**config.mk**
```make
export PLATFORM = sky130hd
export DESIGN_NAME = win_shadow_bank
export DESIGN_NICKNAME = d
export VERILOG_FILES = /design/src/rtl/win_shadow_pkg.sv /design/src/rtl/win_shadow_ctrl.sv /design/src/rtl/win_shadow_data.sv /design/src/rtl/win_shadow_bank.sv
export SDC_FILE = /design/constraint.sdc
export NUM_CORES = 2
export LEC_CHECK = 0
export BUFFER_PORTS_ARGS = -buffer_cell sky130_fd_sc_hd__clkbuf_2
export CELL_PAD_IN_SITES_DETAIL_PLACEMENT = 1
export CELL_PAD_IN_SITES_GLOBAL_PLACEMENT = 1
export CORE_ASPECT_RATIO = 0.9
export CORE_MARGIN = 5
export CORE_UTILIZATION = 35
export CTS_BUF_LIST = sky130_fd_sc_hd__clkbuf_8 sky130_fd_sc_hd__clkbuf_16
export DETAILED_ROUTE_END_ITERATION = 10
export GPL_TIMING_DRIVEN = 0
export PLACE_DENSITY_LB_ADDON = 0.15
export SYNTH_ARGS = -nofsm -noshare
export SYNTH_HDL_FRONTEND = slang
export SYNTH_SLANG_ARGS = --single-unit
```
**constraint.sdc**
```tcl
create_clock -name clk -period 4.5 [get_ports clk]
set_clock_uncertainty 0.15 [all_clocks]
set_input_delay 1.125 -clock clk [delete_from_list [all_inputs] [get_ports clk]]
set_output_delay 1.125 -clock clk [all_outputs]
set_load 0.01 [all_outputs]
```
**src/rtl/win_shadow_pkg.sv**
```systemverilog
package win_shadow_pkg;
  // Window and field geometry of the bank.
  localparam int WIN_NUM   = 5;
  localparam int FIELD_NUM = 6;
  localparam int ADDR_W    = 7;
  localparam int CHAN_LSB  = 8;

  localparam int F_CTRL   = 0;
  localparam int F_ORIGIN = 1;
  localparam int F_SIZE   = 2;
  localparam int F_BASE   = 3;
  localparam int F_ALPHA  = 4;
  localparam int F_KEY    = 5;

  localparam logic [ADDR_W-1:0] CTRL_ADDR = 7'h38;

  // Strobes from control to datapath.
  typedef struct packed {
    logic [WIN_NUM-1:0][FIELD_NUM-1:0] wr;
    logic [WIN_NUM-1:0]                latch;
  } bankStrobe_t;

  // Window 0 carries no alpha or key field.
  function automatic logic fieldExists(input int w, input int f);
    return (w < WIN_NUM) && (f < FIELD_NUM) && !(w == 0 && f >= F_ALPHA);
  endfunction
endpackage

```
**src/rtl/win_shadow_ctrl.sv**
```systemverilog
module win_shadow_ctrl
  import win_shadow_pkg::*;
#(
  parameter int DATA_W = 32
) (
  input  logic                   clk,
  input  logic                   rstN,
  input  logic                   wrEn,
  input  logic [ADDR_W-1:0]      wrAddr,
  input  logic [WIN_NUM-1:0]     protectIn,
  input  logic [WIN_NUM-1:0]     chanIn,
  input  logic                   vsync,
  output bankStrobe_t            strobes,
  output logic [DATA_W-1:0]      ctrlWord,
  output logic [WIN_NUM-1:0]     chanEnable
);
  logic [WIN_NUM-1:0] protectQ;
  logic [WIN_NUM-1:0] chanQ;
  logic               ctrlWr;

  assign ctrlWr = wrEn && (wrAddr == CTRL_ADDR);

  always_comb begin
    strobes = '0;
    for (int w = 0; w < WIN_NUM; w++) begin
      for (int f = 0; f < FIELD_NUM; f++) begin
        strobes.wr[w][f] = wrEn && !wrAddr[6] && (wrAddr[5:3] == 3'(w))
                           && (wrAddr[2:0] == 3'(f)) && fieldExists(w, f);
      end
      strobes.latch[w] = vsync && !protectQ[w];
    end
  end

  always_ff @(posedge clk or negedge rstN) begin
    if (!rstN) begin
      protectQ <= '0;
      chanQ    <= '0;
    end else if (ctrlWr) begin
      protectQ <= protectIn;
      chanQ    <= chanIn;
    end
  end

  always_comb begin
    ctrlWord = '0;
    ctrlWord[WIN_NUM-1:0] = protectQ;
    ctrlWord[CHAN_LSB +: WIN_NUM] = chanQ;
  end

  assign chanEnable = chanQ;


  chan_direct_chk: assert property (@(posedge clk) disable iff (!rstN)
    ctrlWr |=> (chanEnable == $past(chanIn)));


  ctrl_idle_chk: assert property (@(posedge clk) disable iff (!rstN)
    !ctrlWr |=> $stable(ctrlWord));
endmodule

```
**src/rtl/win_shadow_data.sv**
```systemverilog
module win_shadow_data
  import win_shadow_pkg::*;
#(
  parameter int DATA_W  = 32,
  parameter int COORD_W = 12
) (
  input  logic                                 clk,
  input  logic                                 rstN,
  input  bankStrobe_t                          strobes,
  input  logic [DATA_W-1:0]                    wrData,
  input  logic [ADDR_W-1:0]                    rdAddr,
  input  logic [DATA_W-1:0]                    ctrlWord,
  output logic [DATA_W-1:0]                    rdData,
  output logic [WIN_NUM-1:0]                   winEnable,
  output logic [WIN_NUM-1:0][2:0]              winFormat,
  output logic [WIN_NUM-1:0][DATA_W-1:0]       winBase,
  output logic [WIN_NUM-1:0][COORD_W-1:0]      winLeft,
  output logic [WIN_NUM-1:0][COORD_W-1:0]      winTop,
  output logic [WIN_NUM-1:0][COORD_W-1:0]      winRight,
  output logic [WIN_NUM-1:0][COORD_W-1:0]      winBottom,
  output logic [WIN_NUM-1:0][DATA_W-1:0]       winAlpha,
  output logic [WIN_NUM-1:0][DATA_W-1:0]       winKey
);
  localparam int HALF = 16;
  localparam logic [DATA_W-1:0] COORD_MASK =
    {{(DATA_W-COORD_W){1'b0}}, {COORD_W{1'b1}}};

  logic [WIN_NUM-1:0][FIELD_NUM-1:0][DATA_W-1:0] shadowQ;
  logic [WIN_NUM-1:0][FIELD_NUM-1:0][DATA_W-1:0] activeQ;

  function automatic logic [DATA_W-1:0] fieldMask(input int f);
    case (f)
      F_CTRL:           return DATA_W'(4'hF);
      F_ORIGIN, F_SIZE: return COORD_MASK | (COORD_MASK << HALF);
      default:          return '1;
    endcase
  endfunction

  always_ff @(posedge clk or negedge rstN) begin
    if (!rstN) begin
      shadowQ <= '0;
      activeQ <= '0;
    end else begin
      for (int w = 0; w < WIN_NUM; w++) begin
        for (int f = 0; f < FIELD_NUM; f++) begin
          if (strobes.wr[w][f]) shadowQ[w][f] <= wrData & fieldMask(f);
          if (strobes.latch[w]) activeQ[w][f] <= shadowQ[w][f];
        end
      end
    end
  end

  // Read mux: pending view, live view, control word.
  always_comb begin
    rdData = '0;
    if (rdAddr == CTRL_ADDR) begin
      rdData = ctrlWord;
    end else if (int'(rdAddr[5:3]) < WIN_NUM && int'(rdAddr[2:0]) < FIELD_NUM) begin
      if (rdAddr[6]) rdData = activeQ[rdAddr[5:3]][rdAddr[2:0]];
      else           rdData = shadowQ[rdAddr[5:3]][rdAddr[2:0]];
    end
  end

  for (genvar w = 0; w < WIN_NUM; w++) begin : g_out
    logic [COORD_W-1:0] sizeW;
    logic [COORD_W-1:0] sizeH;
    assign sizeW        = activeQ[w][F_SIZE][COORD_W-1:0];
    assign sizeH        = activeQ[w][F_SIZE][HALF +: COORD_W];
    assign winEnable[w] = activeQ[w][F_CTRL][0];
    assign winFormat[w] = activeQ[w][F_CTRL][3:1];
    assign winBase[w]   = activeQ[w][F_BASE];
    assign winLeft[w]   = activeQ[w][F_ORIGIN][COORD_W-1:0];
    assign winTop[w]    = activeQ[w][F_ORIGIN][HALF +: COORD_W];
    assign winRight[w]  = winLeft[w] + sizeW - COORD_W'(1);
    assign winBottom[w] = winTop[w] + sizeH - COORD_W'(1);
    assign winAlpha[w]  = activeQ[w][F_ALPHA];
    assign winKey[w]    = activeQ[w][F_KEY];


    latch_copy_chk: assert property (@(posedge clk) disable iff (!rstN)
      strobes.latch[w] |=> (activeQ[w] == $past(shadowQ[w])));


    hold_when_idle_chk: assert property (@(posedge clk) disable iff (!rstN)
      !strobes.latch[w] |=> $stable(activeQ[w]));
  end


  win0_no_extra_chk: assert property (@(posedge clk) disable iff (!rstN)
    (winAlpha[0] == '0) && (winKey[0] == '0) && (shadowQ[0][F_ALPHA] == '0));
endmodule

```
**src/rtl/win_shadow_bank.sv**
```systemverilog
module win_shadow_bank
  import win_shadow_pkg::*;
#(
  parameter int DATA_W  = 32,
  parameter int COORD_W = 12
) (
  input  logic                             clk,
  input  logic                             rstN,
  input  logic                             wrEn,
  input  logic [ADDR_W-1:0]                wrAddr,
  input  logic [DATA_W-1:0]                wrData,
  input  logic [ADDR_W-1:0]                rdAddr,
  output logic [DATA_W-1:0]                rdData,
  input  logic                             vsync,
  output logic [WIN_NUM-1:0]               winEnable,
  output logic [WIN_NUM-1:0][2:0]          winFormat,
  output logic [WIN_NUM-1:0][DATA_W-1:0]   winBase,
  output logic [WIN_NUM-1:0][COORD_W-1:0]  winLeft,
  output logic [WIN_NUM-1:0][COORD_W-1:0]  winTop,
  output logic [WIN_NUM-1:0][COORD_W-1:0]  winRight,
  output logic [WIN_NUM-1:0][COORD_W-1:0]  winBottom,
  output logic [WIN_NUM-1:0][DATA_W-1:0]   winAlpha,
  output logic [WIN_NUM-1:0][DATA_W-1:0]   winKey,
  output logic [WIN_NUM-1:0]               chanEnable
);
  bankStrobe_t         strobes;
  logic [DATA_W-1:0]   ctrlWord;

  win_shadow_ctrl #(.DATA_W(DATA_W)) u_ctrl (
    .clk        (clk),
    .rstN       (rstN),
    .wrEn       (wrEn),
    .wrAddr     (wrAddr),
    .protectIn  (wrData[WIN_NUM-1:0]),
    .chanIn     (wrData[CHAN_LSB +: WIN_NUM]),
    .vsync      (vsync),
    .strobes    (strobes),
    .ctrlWord   (ctrlWord),
    .chanEnable (chanEnable)
  );

  win_shadow_data #(.DATA_W(DATA_W), .COORD_W(COORD_W)) u_data (
    .clk       (clk),
    .rstN      (rstN),
    .strobes   (strobes),
    .wrData    (wrData),
    .rdAddr    (rdAddr),
    .ctrlWord  (ctrlWord),
    .rdData    (rdData),
    .winEnable (winEnable),
    .winFormat (winFormat),
    .winBase   (winBase),
    .winLeft   (winLeft),
    .winTop    (winTop),
    .winRight  (winRight),
    .winBottom (winBottom),
    .winAlpha  (winAlpha),
    .winKey    (winKey)
  );

  for (genvar w = 0; w < WIN_NUM; w++) begin : g_hold

    protected_hold_chk: assert property (@(posedge clk) disable iff (!rstN)
      (vsync && ctrlWord[w]) |=> ($stable(winBase[w]) && $stable(winEnable[w])
                                  && $stable(winLeft[w]) && $stable(winAlpha[w])));
  end
endmodule

```
# Word level (Yosys, flattened, before mapping)
# Cells that the tools add are included.
dict set report word_totals {
  register_bits 1802
}
dict set report classes {
  n_addsub 20
  magnitude_cmp 4
  eq_ne 11
  mux 39
  bitwise 28
  reduce_logical 49
}
# operator count
set op_table {}
lappend op_table {{$bmux 192 s3} 2}
lappend op_table {{$mux 32} 33}
lappend op_table {{$and 32x32->32} 28}
lappend op_table {{$mux 192} 2}
lappend op_table {{$bmux 32 s3} 2}
lappend op_table {{$add 12x12->12} 10}
lappend op_table {{$sub 12x1->12 const B} 10}
lappend op_table {{$logic_and 1x1->1} 41}
lappend op_table {{$eq 7x6->1 const B} 2}
lappend op_table {{$eq 3x2->1 const B} 4}
lappend op_table {{$eq 3x3->1 const B} 3}
lappend op_table {{$lt 3x4->1 const B} 2}
lappend op_table {{$eq 3x1->1 const B} 2}
lappend op_table {{$logic_not 1->1} 6}
lappend op_table {{$logic_not 3->1} 2}
lappend op_table {{$lt 3x3->1 const B} 2}

# Longest topological paths before layout
dict set report logic_depth {
  depth_word 7
  mapped_depth 12
  ltp_nobuf 12
}

# Cells and area by module
# Synthesis repeated with hierarchy kept, for this count alone.
dict set report hier_totals {
  cells_unflattened 6860
  hier_area_um2 80101.8
}
# mod instances cells_each area_each_um2
set modules_own_cells {}
lappend modules_own_cells {win_shadow_data 1 6758 79223.5}
lappend modules_own_cells {win_shadow_ctrl 1 102 878.3}

# Worst setup path before layout
# Ideal clock, no wire load.
dict set report synth_path {
  path_type {reg2out}
  startpoint {register u_data.activeQ, in the netlist u_data.winLeft[25]}
  endpoint {output port winRight[35] (netlist name)}
  arrival_ns 2.725
  t_required_ns 3.225
  setup_slack_ns 0.500
  path_stages_with_launch 12
  path_buffers 0
  path_cell_list {dfrtp_1 inv_1 ha_1 inv_1 ha_1 fa_1 a21o_1 a21oi_1 o21ai_0 or4_1 a2111o_1 o211ai_1}
}
# element line_no
set synth_rtl {}
lappend synth_rtl {{start, declared} win_shadow_data.sv:29} ;# logic [WIN_NUM-1:0][FIELD_NUM-1:0][DATA_W-1:0] activeQ;
lappend synth_rtl {{start signal, assigned by index} win_shadow_data.sv:47} ;# if (strobes.latch[w]) activeQ[w][f] <= shadowQ[w][f];
lappend synth_rtl {{end, declared} win_shadow_bank.sv:20} ;# output logic [WIN_NUM-1:0][COORD_W-1:0] winRight,

==> results.md <==
| Metric | This run | Unit |
|---|---|---|
| # H-tree levels | 4 | - |
| Final routed DRC violation total | 0 | - |
| Library cell occupying the most area in the post-synthesis netlist | dfrtp_1 | - |
| Reg2Reg Depth | 4 | - |
| Share of the clock period used by the worst path | 1.14 | - |
| Register clock-pin slew on the reported worst setup and hold paths | 0.06 | ns |
| Capture instance of the worst register-to-register path | u_data.winBase[86] | - |
| Vias post-DR | 55,100 | - |
| Core footprint | 211,000 | sq um |
| Worst relative slew slack | -0.0752 | - |
| Peak clock frequency supported by timing | 0.196 | GHz |
| Number of distinct library cells after synthesis | 60 | - |
| Status | finished, violations left | - |
| Antenna violations before repair | 13 | - |
| Warnings, synthesis | 0 | - |
| Mapped Area | 74,100 | sq um |
| Fin nets | 7,383 | - |
| Power density over the cells | 424 | nW/um^2 |
| Peak fanout along the critical path | 2 | - |
| Number of buffers created by CTS | 154 | - |
| Synth Flop Type | dfrtp_1 | - |
| Number of endpoints with negative hold slack in the final report | 0 | - |
| Maximum number of pins on one net before global-route repair | 110 | - |
| Setup slack, reg-to-reg | 0.93 | ns |
| Syn-to-layout area delta | 26.8 | % |
| Count of hold-fix buffers inserted at cts | 0 | - |
| Clock latency at the later pin of the worst-skew pair | 0.82 | ns |
| Filler Cells Inserted | 22,100 | - |
| Global Route Usage Sum | 0.309 | - |
| Worst Setup Start Kind | flop | - |
| Overall power after layout | 39.8 | mW |
| Via count of the first global-routing pass | 57,800 | - |
| Drt first pass iters | 5 | - |
| Crit path required time | 3.22 | ns |
| Syn Area/Cell | 12.5 | sq um |
| Number of placement rows | 160 | - |
| Antenna-violating nets left | 0 | - |
| Time the worst path needs with I/O delays and setup | 5.11 | ns |
| Sinks on the clock net | 1,362 | - |
| Final count of pins violating max slew | 22 | - |
| Number of buffers added on ports | 752 | - |
| Number of buffers between clock root and the deepest sink | 3 | - |
| Gr ovfl total | 0 | - |
| Number of synthesized flops with an enable pin | 0 | - |
| Clock tree from TritonCTS | built | - |
| Unrepaired setup endpoints after global routing | true | - |
| Arrival @ worst endpoint | 3.84 | ns |
| # IOs | 827 | - |
| Final core utilization | 0.445 | - |
| Fraction of final layout cells sized beyond drive strength 1 | 0.574 | - |
| HPWL after detailed placement | 273,000 | microns |
| Finish-stage setup viols | 43 | - |
| Sequential-to-total area share from yosys stat | 0.460 | - |
| Worst hold path type | in2async | - |
| Sum Neg Setup Slack | -5.48 | ns |
| First-pass GRT wire length | 473,000 | microns |
| Crit path capture type | primary output | - |
| Final non-filler cell area | 93,900 | sq um |
| Launch instance of the worst register-to-register path | u_ctrl.protectQ[2] | - |
| Crit Path Class | reg2out | - |
| Via-to-Cell Ratio | 5.47 | - |
| Leak Pwr | 46.2 | nW |
| Effective utilization at floorplan | 0.351 | - |
| Iteration-0 DRC count of the detailed router | 4,191 | - |
| Actual slew at the worst max-slew pin | 1.61 | ns |
| Register bit total from synthesis | 1,362 | - |
| Top cell type's share of synthesized area | 0.460 | - |
| Biggest area contributors in the synthesized netlist | dfrtp_1 (46%), mux2_2 (22%), buf_4 (6.6%), mux4_2 (5.1%), ha_1 (3.5%) | - |
| Clock Tree Root | clkbuf_16 | - |
| Reported max-cap violation count | 2 | - |
| Horiz. Die Dim | 495 | microns |
| Area post-placement | 82,000 | sq um |
| Detailed-route wire length per cell | 34.9 | microns |
| Die area | 221,000 | sq um |
| Post-synthesis cell count | 5,927 | - |
| Min setup slack post-route | -0.614 | ns |
| FFs w/ async S/R, synth | 1.00 | - |
| Violations in the final reports | capacitance limit, slew limit, setup timing | - |
| Placement-stage worst setup slack | -1.99 | ns |
| Die height | 446 | microns |
| GP Congestion | 0.944 | - |
| Max VDD drop | 0.314 | mV |
| Total Routed Length | 352,000 | microns |
[through the flow]
step	std cells	hold WS (ns)
2_1_floorplan	5990	0.311
3_3_place_gp	9577	0.342
3_5_place_dp	9592	0.345
4_1_cts	10000	0.0884
5_1_grt	10100	0.114
6_report	10100	0.115
[cell type report]
| type | count | area [sq um] | area share |
|---|---|---|---|
| multi-input combinational | 3171 | 35400 | 0.377 |
| sequential | 1362 | 34100 | 0.363 |
| buffer | 1000 | 7530 | 0.0802 |
| timing repair buffer | 972 | 6500 | 0.0693 |
| clock buffer | 190 | 4360 | 0.0465 |
| tap | 2835 | 3550 | 0.0378 |
| inverter | 452 | 1720 | 0.0183 |
| clock inverter | 86 | 653 | 0.00696 |
| antenna | 12 | 30.0 | 0.000320 |
[how the worst max path moves through the flow]
stage,startpoint,endpoint,slack [ns],depth (start not counted)
after floorplan,u_data.winLeft[25],winRight[35],0.50,11
final,u_data.activeQ[449],winRight[35],-0.61,12
after global routing,u_data.activeQ[449],winRight[35],-0.76,12
after global placement,rstN,u_data.winKey[67],-32.96,1
after detailed placement,rdAddr[4],rdData[19],-1.99,10
after CTS,u_data.activeQ[449],winRight[35],-0.69,12
[flip-flops by register name, indices dropped and copies added (netlist names), 15 cells and up]
register          cells
u_data.winAlpha     128
u_data.winTop        60
u_data.winKey       128
u_data.winBase      160
u_data.winFormat     15
u_data.shadowQ      676
u_data.activeQ      120
u_data.winLeft       60
[critical path, cell delays in order (launching register included)]
cell and delay, ns:
dfrtp_1 0.41, inv_1 0.06, ha_1 0.28, inv_2 0.04
ha_4 0.16, fa_2 0.34, a21o_1 0.23, a21oi_2 0.20
o21ai_2 0.08, or4_4 0.49, a2111o_1 0.37, o211ai_1 0.14
buf_2 0.19
[logic make-up after synthesis]
logic type                 after synthesis  synth area share
and+or+nand+nor                        346            0.0221
other                                    1         0.0000506
DFF                                   1362             0.460
xor gates and xnor gates               100            0.0118
buffers and inverters                 1457             0.109
adders and majority gates              220            0.0382
AOI/OAI and AO/OA                      618            0.0594
muxes                                 1823             0.299
[per-layer routing]
layer  GRT usage  vias to the layer above  part of all wire
li1            -                    22900                 -
met4       0.184                        0             0.070
met2       0.496                     2072              0.47
met1       0.396                    29600              0.41
met5           0                        -                 0
met3      0.0444                      593             0.057
[placed cells by master, fill, tap and decap left out, types with 72 or more instances in the layout]
cell type     n
inv_1       424
nand2_1     122
o21ai_0     145
mux4_2      168
buf_6        72
clkbuf_16   164
dfrtp_1    1335
mux2i_1     153
clkbuf_1    151
mux2_2     1429
ha_1        164
clkbuf_2    721
buf_4       795
[cell usage after synthesis (9+ instances only)]
| master | instances |
|---|---|
| nor2_1 | 63 |
| xor2_1 | 22 |
| mux2_2 | 1440 |
| a221oi_1 | 69 |
| and2_1 | 9 |
| nor2b_1 | 18 |
| clkbuf_1 | 208 |
| buf_1 | 30 |
| mux2i_1 | 209 |
| o22ai_1 | 13 |
| a21o_1 | 12 |
| a31o_2 | 10 |
| o211ai_1 | 22 |
| ha_1 | 210 |
| mux4_2 | 168 |
| o221ai_1 | 60 |
| o2111ai_1 | 22 |
| a211oi_1 | 64 |
| a2111oi_0 | 10 |
| fa_1 | 10 |
| a22o_1 | 10 |
| o21ai_0 | 190 |
| buf_4 | 654 |
| a221o_1 | 11 |
| nand2b_1 | 15 |
| dfrtp_1 | 1362 |
| nand2_1 | 135 |
| buf_2 | 111 |
| and3_1 | 10 |
| nand3_1 | 15 |
| inv_1 | 451 |
| a2111o_1 | 9 |
| nor4_1 | 10 |
| a22oi_1 | 64 |
| nor3_1 | 45 |
| a21oi_1 | 30 |
| xnor2_1 | 78 |
[power by group]
group          internal [mW]  switching [mW]
Sequential              13.4            1.32
Combinational           5.67            6.63
Clock                   7.21            5.58
Total                   26.3            13.5
[what timing repair did]
item / 4_1_cts / 5_1_grt
setup buffers: 131 / 70
setup endpoints to repair: 81 / 72
gates resized for setup: 874 / 334
cloned: 4 / 6
pin swaps: 160 / 191
No activity file was read; power rests on OpenSTA's default activity.
